### src/rtl/tcc_pkg.sv
package tcc_pkg;

    localparam int MODE_W = 2;

    typedef enum logic {
        KIND_CAPTURE = 1'b0,
        KIND_COMPARE = 1'b1
    } chan_kind_e;

    typedef struct packed {
        logic rd_hi;
        logic rd_lo;
        logic wr_hi;
        logic wr_lo;
    } byte_evt_t;

    function automatic chan_kind_e kind_of(input logic [MODE_W-1:0] m);
        return (m == '0) ? KIND_CAPTURE : KIND_COMPARE;
    endfunction

    function automatic byte_evt_t decode_evt(input logic rd, input logic wr, input logic hi);
        byte_evt_t e;
        e.rd_hi = rd & hi;
        e.rd_lo = rd & ~hi;
        e.wr_hi = wr & hi;
        e.wr_lo = wr & ~hi;
        return e;
    endfunction

endpackage

### src/rtl/tcc_byte_port.sv
module tcc_byte_port
    import tcc_pkg::*;
#(
    parameter int BYTE_W = 8,
    parameter int LANES  = 2
) (
    input  logic                     clk,
    input  logic                     rst,
    input  byte_evt_t                evt_i,
    input  logic                     hi_i,
    input  logic [BYTE_W-1:0]        wdata_i,
    input  logic [LANES*BYTE_W-1:0]  word_i,
    output logic                     commit_o,
    output logic [LANES*BYTE_W-1:0]  commit_val_o,
    output logic [BYTE_W-1:0]        rdata_o
);
    localparam int UPPER_W = (LANES - 1) * BYTE_W;

    logic [UPPER_W-1:0] hold_q;

    // High-byte writes park in the holding latch; nothing reaches the word yet.
    always_ff @(posedge clk) begin
        if (rst) begin
            hold_q <= '0;
        end else if (evt_i.wr_hi) begin
            hold_q <= {hold_q[UPPER_W-1:0], wdata_i} >> 0;
        end
    end

    assign commit_o     = evt_i.wr_lo;
    assign commit_val_o = {hold_q, wdata_i};

    // Byte lanes of the word for the read mux.
    logic [BYTE_W-1:0] lane [LANES];
    for (genvar g = 0; g < LANES; g++) begin : g_lane
        assign lane[g] = word_i[g*BYTE_W +: BYTE_W];
    end

    assign rdata_o = hi_i ? lane[LANES-1] : lane[0];

endmodule

### src/rtl/tcc_interlock.sv
module tcc_interlock
    import tcc_pkg::*;
(
    input  logic       clk,
    input  logic       rst,
    input  chan_kind_e kind_i,
    input  logic       mode_chg_i,
    input  byte_evt_t  evt_i,
    output logic       cap_lock_o,
    output logic       cmp_lock_o
);
    always_ff @(posedge clk) begin
        if (rst || mode_chg_i) begin
            cap_lock_o <= 1'b0;
            cmp_lock_o <= 1'b0;
        end else if (kind_i == KIND_CAPTURE) begin
            cmp_lock_o <= 1'b0;
            if (evt_i.rd_lo) begin
                cap_lock_o <= 1'b0;
            end else if (evt_i.rd_hi) begin
                cap_lock_o <= 1'b1;
            end
        end else begin
            cap_lock_o <= 1'b0;
            if (evt_i.wr_lo) begin
                cmp_lock_o <= 1'b0;
            end else if (evt_i.wr_hi) begin
                cmp_lock_o <= 1'b1;
            end
        end
    end
endmodule

### src/rtl/tcc_event_flag.sv
module tcc_event_flag (
    input  logic clk,
    input  logic rst,
    input  logic hit_i,
    input  logic cap_ok_i,
    input  logic clr_i,
    output logic match_o,
    output logic flag_o
);
    always_ff @(posedge clk) begin
        if (rst) begin
            match_o <= 1'b0;
            flag_o  <= 1'b0;
        end else begin
            match_o <= hit_i;
            if (hit_i || cap_ok_i) begin
                flag_o <= 1'b1;
            end else if (clr_i) begin
                flag_o <= 1'b0;
            end
        end
    end
endmodule

### src/rtl/tmr_chan_reg.sv
module tmr_chan_reg
    import tcc_pkg::*;
#(
    parameter int BYTE_W = 8,
    parameter int LANES  = 2
) (
    input  logic                     clk,
    input  logic                     rst,
    input  logic [LANES*BYTE_W-1:0]  cnt_i,
    input  logic                     cap_stb_i,
    input  logic [MODE_W-1:0]        mode_i,
    input  logic                     bus_rd_i,
    input  logic                     bus_wr_i,
    input  logic                     bus_hi_i,
    input  logic [BYTE_W-1:0]        bus_wdata_i,
    input  logic                     flag_clr_i,
    output logic [BYTE_W-1:0]        bus_rdata_o,
    output logic                     match_o,
    output logic                     flag_o
);
    localparam int REG_W = LANES * BYTE_W;

    byte_evt_t        evt;
    chan_kind_e       kind;
    logic [MODE_W-1:0] mode_q;
    logic             mode_chg;
    logic [REG_W-1:0] value_q;
    logic             commit;
    logic [REG_W-1:0] commit_val;
    logic             cap_lock;
    logic             cmp_lock;
    logic             cap_ok;
    logic             hit;

    assign evt      = decode_evt(bus_rd_i, bus_wr_i, bus_hi_i);
    assign kind     = kind_of(mode_i);
    assign mode_chg = (mode_i != mode_q);

    always_ff @(posedge clk) begin
        if (rst) begin
            mode_q <= '0;
        end else begin
            mode_q <= mode_i;
        end
    end

    tcc_byte_port #(.BYTE_W(BYTE_W), .LANES(LANES)) u_port (
        .clk          (clk),
        .rst          (rst),
        .evt_i        (evt),
        .hi_i         (bus_hi_i),
        .wdata_i      (bus_wdata_i),
        .word_i       (value_q),
        .commit_o     (commit),
        .commit_val_o (commit_val),
        .rdata_o      (bus_rdata_o)
    );

    tcc_interlock u_lock (
        .clk        (clk),
        .rst        (rst),
        .kind_i     (kind),
        .mode_chg_i (mode_chg),
        .evt_i      (evt),
        .cap_lock_o (cap_lock),
        .cmp_lock_o (cmp_lock)
    );

    // A high read in the same cycle already protects the pair; a low write wins over a capture.
    assign cap_ok = (kind == KIND_CAPTURE) && cap_stb_i && !cap_lock && !evt.rd_hi && !evt.wr_lo;

    // A high write in the same cycle already suspends the compare.
    assign hit = (kind == KIND_COMPARE) && !cmp_lock && !evt.wr_hi && (cnt_i == value_q);

    // Word contents are left undefined by reset.
    always_ff @(posedge clk) begin
        if (commit) begin
            value_q <= commit_val;
        end else if (cap_ok) begin
            value_q <= cnt_i;
        end
    end

    tcc_event_flag u_flag (
        .clk      (clk),
        .rst      (rst),
        .hit_i    (hit),
        .cap_ok_i (cap_ok),
        .clr_i    (flag_clr_i),
        .match_o  (match_o),
        .flag_o   (flag_o)
    );

endmodule

### config.mk
export PLATFORM = sky130hd
export DESIGN_NAME = tmr_chan_reg
export DESIGN_NICKNAME = d
export VERILOG_FILES = /design/src/rtl/tcc_pkg.sv /design/src/rtl/tcc_byte_port.sv /design/src/rtl/tcc_interlock.sv /design/src/rtl/tcc_event_flag.sv /design/src/rtl/tmr_chan_reg.sv
export SDC_FILE = /design/constraint.sdc
export NUM_CORES = 1
export LEC_CHECK = 0
export BUFFER_PORTS_ARGS = -buffer_cell sky130_fd_sc_hd__buf_4
export CAP_MARGIN = 20
export CORE_UTILIZATION = 50
export CTS_CLUSTER_SIZE = 10
export DETAILED_ROUTE_END_ITERATION = 7
export GPL_TIMING_DRIVEN = 0
export HOLD_SLACK_MARGIN = 0.02
export PLACE_DENSITY = 0.78
export SLEW_MARGIN = 25
export SYNTH_ARGS = -nofsm -noshare
export SYNTH_HDL_FRONTEND = slang
export SYNTH_SLANG_ARGS = --single-unit
### constraint.sdc
create_clock -name clk -period 2.8 [get_ports clk]
set_input_delay 0.28 -clock clk [delete_from_list [all_inputs] [get_ports clk]]
set_output_delay 0.28 -clock clk [all_outputs]
set_load 0.005 [all_outputs]
# ---- Word-level counts from Yosys, hierarchy flattened
# Cells that the tools add are included.
# Widths: inputs -> output; s select.
dict set report op_classes {
  mux 6
  add_sub_neg 0
  shift 0
  magnitude_cmp 0
  n_eq_ne 2
  bitwise_logic 6
  mul 0
  div 0
  reduce_logical 19
}
# op n
set op_table {}
lappend op_table {{$mux 16} 2}
lappend op_table {{$eq 16x16->1} 1}
lappend op_table {{$mux 8} 1}
lappend op_table {{$logic_and 1x1->1} 7}
lappend op_table {{$reduce_or 3->1} 2}
lappend op_table {{$logic_not 1->1} 5}
lappend op_table {{$and 1x1->1} 4}
lappend op_table {{$reduce_bool 2->1} 2}
lappend op_table {{$mux 1} 3}
lappend op_table {{$logic_not 2->1} 1}
lappend op_table {{$logic_or 1x1->1} 2}
lappend op_table {{$ne 2x2->1} 1}
lappend op_table {{$not 1->1} 2}
dict set report totals {
  memories 0
  rom_bits 0
  input_bits 33
  mem_bits_rw 0
  out_inout_bits 10
  word_cells 40
  regBits 30
  latch_bits 0
}

# ---- Depth between registers and ports, before layout
dict set report logic_depth {
  depth_word 7
  mapped_depth 5
  mapped_depth_nobuf 4
}

# ---- Modules after synthesis
# Synthesis repeated with hierarchy kept, for this count alone.
dict set report hier_totals {
  cells_unflattened 129
  area_unflattened_um2 1610.3
}
# mod cells_each n_inst area_per_inst_um2 seq_area_each_um2
set modules_own_cells {}
lappend modules_own_cells {tmr_chan_reg 72 1 983.4 520.5}
lappend modules_own_cells {tcc_byte_port 44 1 484.2 160.2}
lappend modules_own_cells {tcc_interlock 7 1 81.3 40.0}
lappend modules_own_cells {tcc_event_flag 6 1 61.3 40.0}

# ---- Worst setup path after synthesis
# Ideal clock, no wire load.
dict set report synth_timing {
  path_type {register to register}
  from {register u_lock.cap_lock_o}
  to {register value_q[0] (enable)}
  arrival_time_ps 1638
  stages_incl_launch_ff 4
  n_path_buf 0
  setup_ps 395
  required_time_ps 2405
  period_less_slack_ps 2033
  path_slack_ps 767
  path_cell_list {dfxtp_1 -> nor4b_1 -> nor2_1 -> o22ai_1}
}
dict set report synth_via {
  elab_chain_len 5
}
# item line
set synth_rtl {}
lappend synth_rtl {{start, declared} tcc_interlock.sv:9} ;# output logic cap_lock_o,
lappend synth_rtl {{start signal, assigned} tcc_interlock.sv:14} ;# cap_lock_o <= 1'b0;
lappend synth_rtl {{start signal, assigned} tcc_interlock.sv:19} ;# cap_lock_o <= 1'b0;
lappend synth_rtl {{start signal, assigned} tcc_interlock.sv:21} ;# cap_lock_o <= 1'b1;
lappend synth_rtl {{$logic_not 1->1} tmr_chan_reg.sv:70} ;# assign cap_ok = (kind == KIND_CAPTURE) && cap_stb_i && !cap_lock && !evt.rd_hi && !evt.wr_lo;
lappend synth_rtl {{$logic_and 1x1->1 (3 in series)} tmr_chan_reg.sv:70}
lappend synth_rtl {{$reduce_bool 2->1 (no line)} --}
lappend synth_rtl {{end signal, assigned} tmr_chan_reg.sv:78} ;# value_q <= commit_val;
lappend synth_rtl {{end signal, assigned} tmr_chan_reg.sv:80} ;# value_q <= cnt_i;
lappend synth_rtl {{end, declared} tmr_chan_reg.sv:27} ;# logic [REG_W-1:0] value_q;
# No other way between the ends.
# A chain may end at the register's enable or synchronous reset.

# ---- Worst setup path after layout
dict set report layout_timing {
  from {input bus_hi_i}
  to {output bus_rdata_o[5]}
}
dict set report layout_via {
  elab_chain_len 1
}
# item line
set layout_rtl {}
lappend layout_rtl {{start, declared} tmr_chan_reg.sv:14} ;# input logic bus_hi_i,
lappend layout_rtl {{$mux 8} tcc_byte_port.sv:39} ;# assign rdata_o = hi_i ? lane[LANES-1] : lane[0];
lappend layout_rtl {{end, declared} tmr_chan_reg.sv:17} ;# output logic [BYTE_W-1:0] bus_rdata_o,
# No other way between the ends.

==> flow_metrics.tcl <==
set metrics [dict create \
    status "finished clean" \
    core-area_mm2 0.002781 \
    die_h_um 56.36 \
    ant_nets 0 \
    cts_root_buf "clkbuf_4" \
    clk_pin_slew_worst_paths_ps 90 \
    gp_congestion 0.7738 \
    globalRouteTotalUtil 0.2430 \
    rsz0062_at_grt "false" \
    clk_latency_ps 320 \
    rows 19 \
    post-route-period-util 0.7015 \
    ys_ff_latch 30 \
    slew_headroom 0.5982 \
    pin_count 43 \
    crit_slowest_cell "clkbuf_1" \
    num-fill-cells 228 \
    crit_top_cell "buf_4" \
    final_nets 210 \
    drv_slew 0 \
    hold_class "in -> reg" \
    detail_route.wl_per_cell_um 16.88 \
    dp_hpwl_um 2552 \
    grt_pass1_vias 1205 \
    post-cts-setup-buffers 0 \
    leakage_nw 0.7419 \
    firstDrtPassIters 4 \
    synth_nets 160 \
    cts_tree "yes" \
    avgSynthCellArea_um2 11.64 \
    drcViolationCount 0 \
    max_cap_viol_count 0 \
    yosys_warnings 0 \
    yosysSeqAreaShare 0.5148 \
    hold_end "mode_q[0]" \
    synthCells 127 \
    crit_chain "buf_4, clkbuf_1, buf_2, mux2_1, buf_4" \
    power.density_mw_per_mm2 511.9 \
    cp-end-kind "primary output" \
    die_width_um 56.36 \
    clock_path_buffers 2 \
    required_ps 2520 \
    fin_crit_ps 1964 \
    finalSetupViolCount 0 \
    top_usage_layer "met2" \
    crit_path_start "bus_hi_i" \
    drive_above_1_share 0.3539 \
    layout_commonest_cell "buf_4" \
    drt_wl_total_um 3527 \
    portBuffers 42 \
    arrival_ps 1680 \
    cpPeakStageDelay_ps 430 \
    grt.overflow.total 0 \
    grt_use_met1 0.2961 \
    layout_common_cells "buf_4, mux2_1, edfxtp_1" \
    ctsResizeCount 0 \
    start_util 0.5313 \
    htreeDepth 2 \
    rr_startpoint "u_lock.cap_lock_o" \
    critical_path_class "in -> out" \
    hold_buffers 0 \
    worst_pin_slew_ps 602.8 \
    initialDrtViolationCount 43 \
    irDropWorstVdd_mv 0.5015 \
    r2r-end "value_q[9]" \
    path_max_fanout 10 \
    cts_buffers 5 \
    yosysUniqueCellTypes 23 \
    antenna_cells 0 \
    area_growth_pct 29.81 \
    tns_ps 0 \
    grt_max_degree 11 \
    max_freq_mhz 509.1 \
    regToRegSetupSlack_ps 900 \
    cts_sinks 30 \
    startpoint_type "input pin" \
    min_from "rst" \
    hold_depth 2 \
    grt_util_met3 0.07143 \
    met2_usage 0.4048 \
    skew_ps 4.523 \
    whs_ps 137.8 \
    grt_pass1_wl_um 5651 \
    final_util 0.6896 \
    num_vias 1169 \
    die_area_mm2 0.003176 \
    final_hold_viol_count 0 \
    antenna_found_initial 0 \
    syn_area_mm2 0.001478 \
    ff2ff_path_depth 4 \
    viasPerCell 5.593 \
]
-- sequential cells by signal (all words and copies together) (netlist names) --
name               flops
u_lock.cap_lock_o      1
u_flag.flag_o          1
value_q               16
u_port.hold_q          8
u_lock.cmp_lock_o      1
u_flag.match_o         1
mode_q                 2
-- how the worst max path moves through the flow --
stage	end	depth (start not counted)	slack (ps)
after floorplan	value_q[0]	3	770
after global placement	value_q[2]	4	150
after detailed placement	value_q[3]	5	820
after CTS	bus_rdata_o[5]	5	840
final	bus_rdata_o[5]	5	840
after global routing	bus_rdata_o[5]	5	780
-- power breakdown --
| part | switching, mW | internal (mW) | leakage [nW] | total (mW) |
|---|---|---|---|---|
| clock network | 0.145 | 0.144 | 0.0390 | 0.290 |
| logic | 0.0794 | 0.100 | 0.435 | 0.179 |
| registers | 0.0165 | 0.496 | 0.268 | 0.513 |
-- cell families after synthesis --
| kind of cell | count (synthesis) | share of synthesized area |
|---|---|---|
| multiplexers | 24 | 0.1829 |
| buffers and inverters | 8 | 0.02286 |
| flip-flops | 30 | 0.5148 |
| XOR/XNOR | 18 | 0.1067 |
| AND/OR/NAND/NOR | 34 | 0.1211 |
| AO/OA/AOI/OAI | 13 | 0.05165 |
-- synth_stat cells --
cell type,n,area (um2)
a32oi_1,1,8.760
nor2_1,3,11.26
dfxtp_1,14,280.3
a2111oi_1,1,10.01
inv_1,2,7.510
a21oi_1,9,45.04
nor2b_2,1,8.760
nor4b_1,2,17.52
nor2b_1,1,6.260
or3_1,1,6.260
xnor2_1,14,122.6
mux2_1,16,180.2
o22ai_1,2,12.51
mux2_2,8,90.09
or4_1,2,15.01
nand2b_1,2,12.51
nand4_1,3,18.77
xor2_1,4,35.03
buf_2,3,15.01
nand3_1,9,45.04
clkbuf_1,3,11.26
edfxtp_1,16,480.5
nand2_1,10,37.54
-- layer usage --
metal | vias up | share of wire
li1 | 562 | -
met5 | - | 0
met2 | 37 | 0.52
met4 | 0 | 0.013
met1 | 566 | 0.42
met3 | 4 | 0.049
-- layout make-up --
type | count | area (um2) | share of cell area
multi-input combinational | 89 | 689.4 | 0.3594
timing repair buffer | 43 | 326.6 | 0.1703
clock inverter | 1 | 3.754 | 0.001957
sequential | 30 | 760.7 | 0.3966
inverter | 2 | 7.507 | 0.003914
clock buffer | 7 | 65.06 | 0.03392
tap | 31 | 38.79 | 0.02022
buffer | 6 | 26.28 | 0.01370
-- worst max-delay path: cells and delay by family --
family | cells | cell delay, ps
mux | 1 | 360
buf+inv | 4 | 1040
-- through the flow --
step	instances	setup slack [ps]	power, mW	instance area, um2
after floorplan	127	766.9	0.6080	1478
after global placement	200	149.0	0.6911	1832
after detailed placement	201	823.7	0.7010	1849
after CTS	209	843.4	0.9878	1918
after global routing	209	782.3	1.027	1918
final	209	835.7	0.9818	1918
Power figures use the tool's default switching activity.
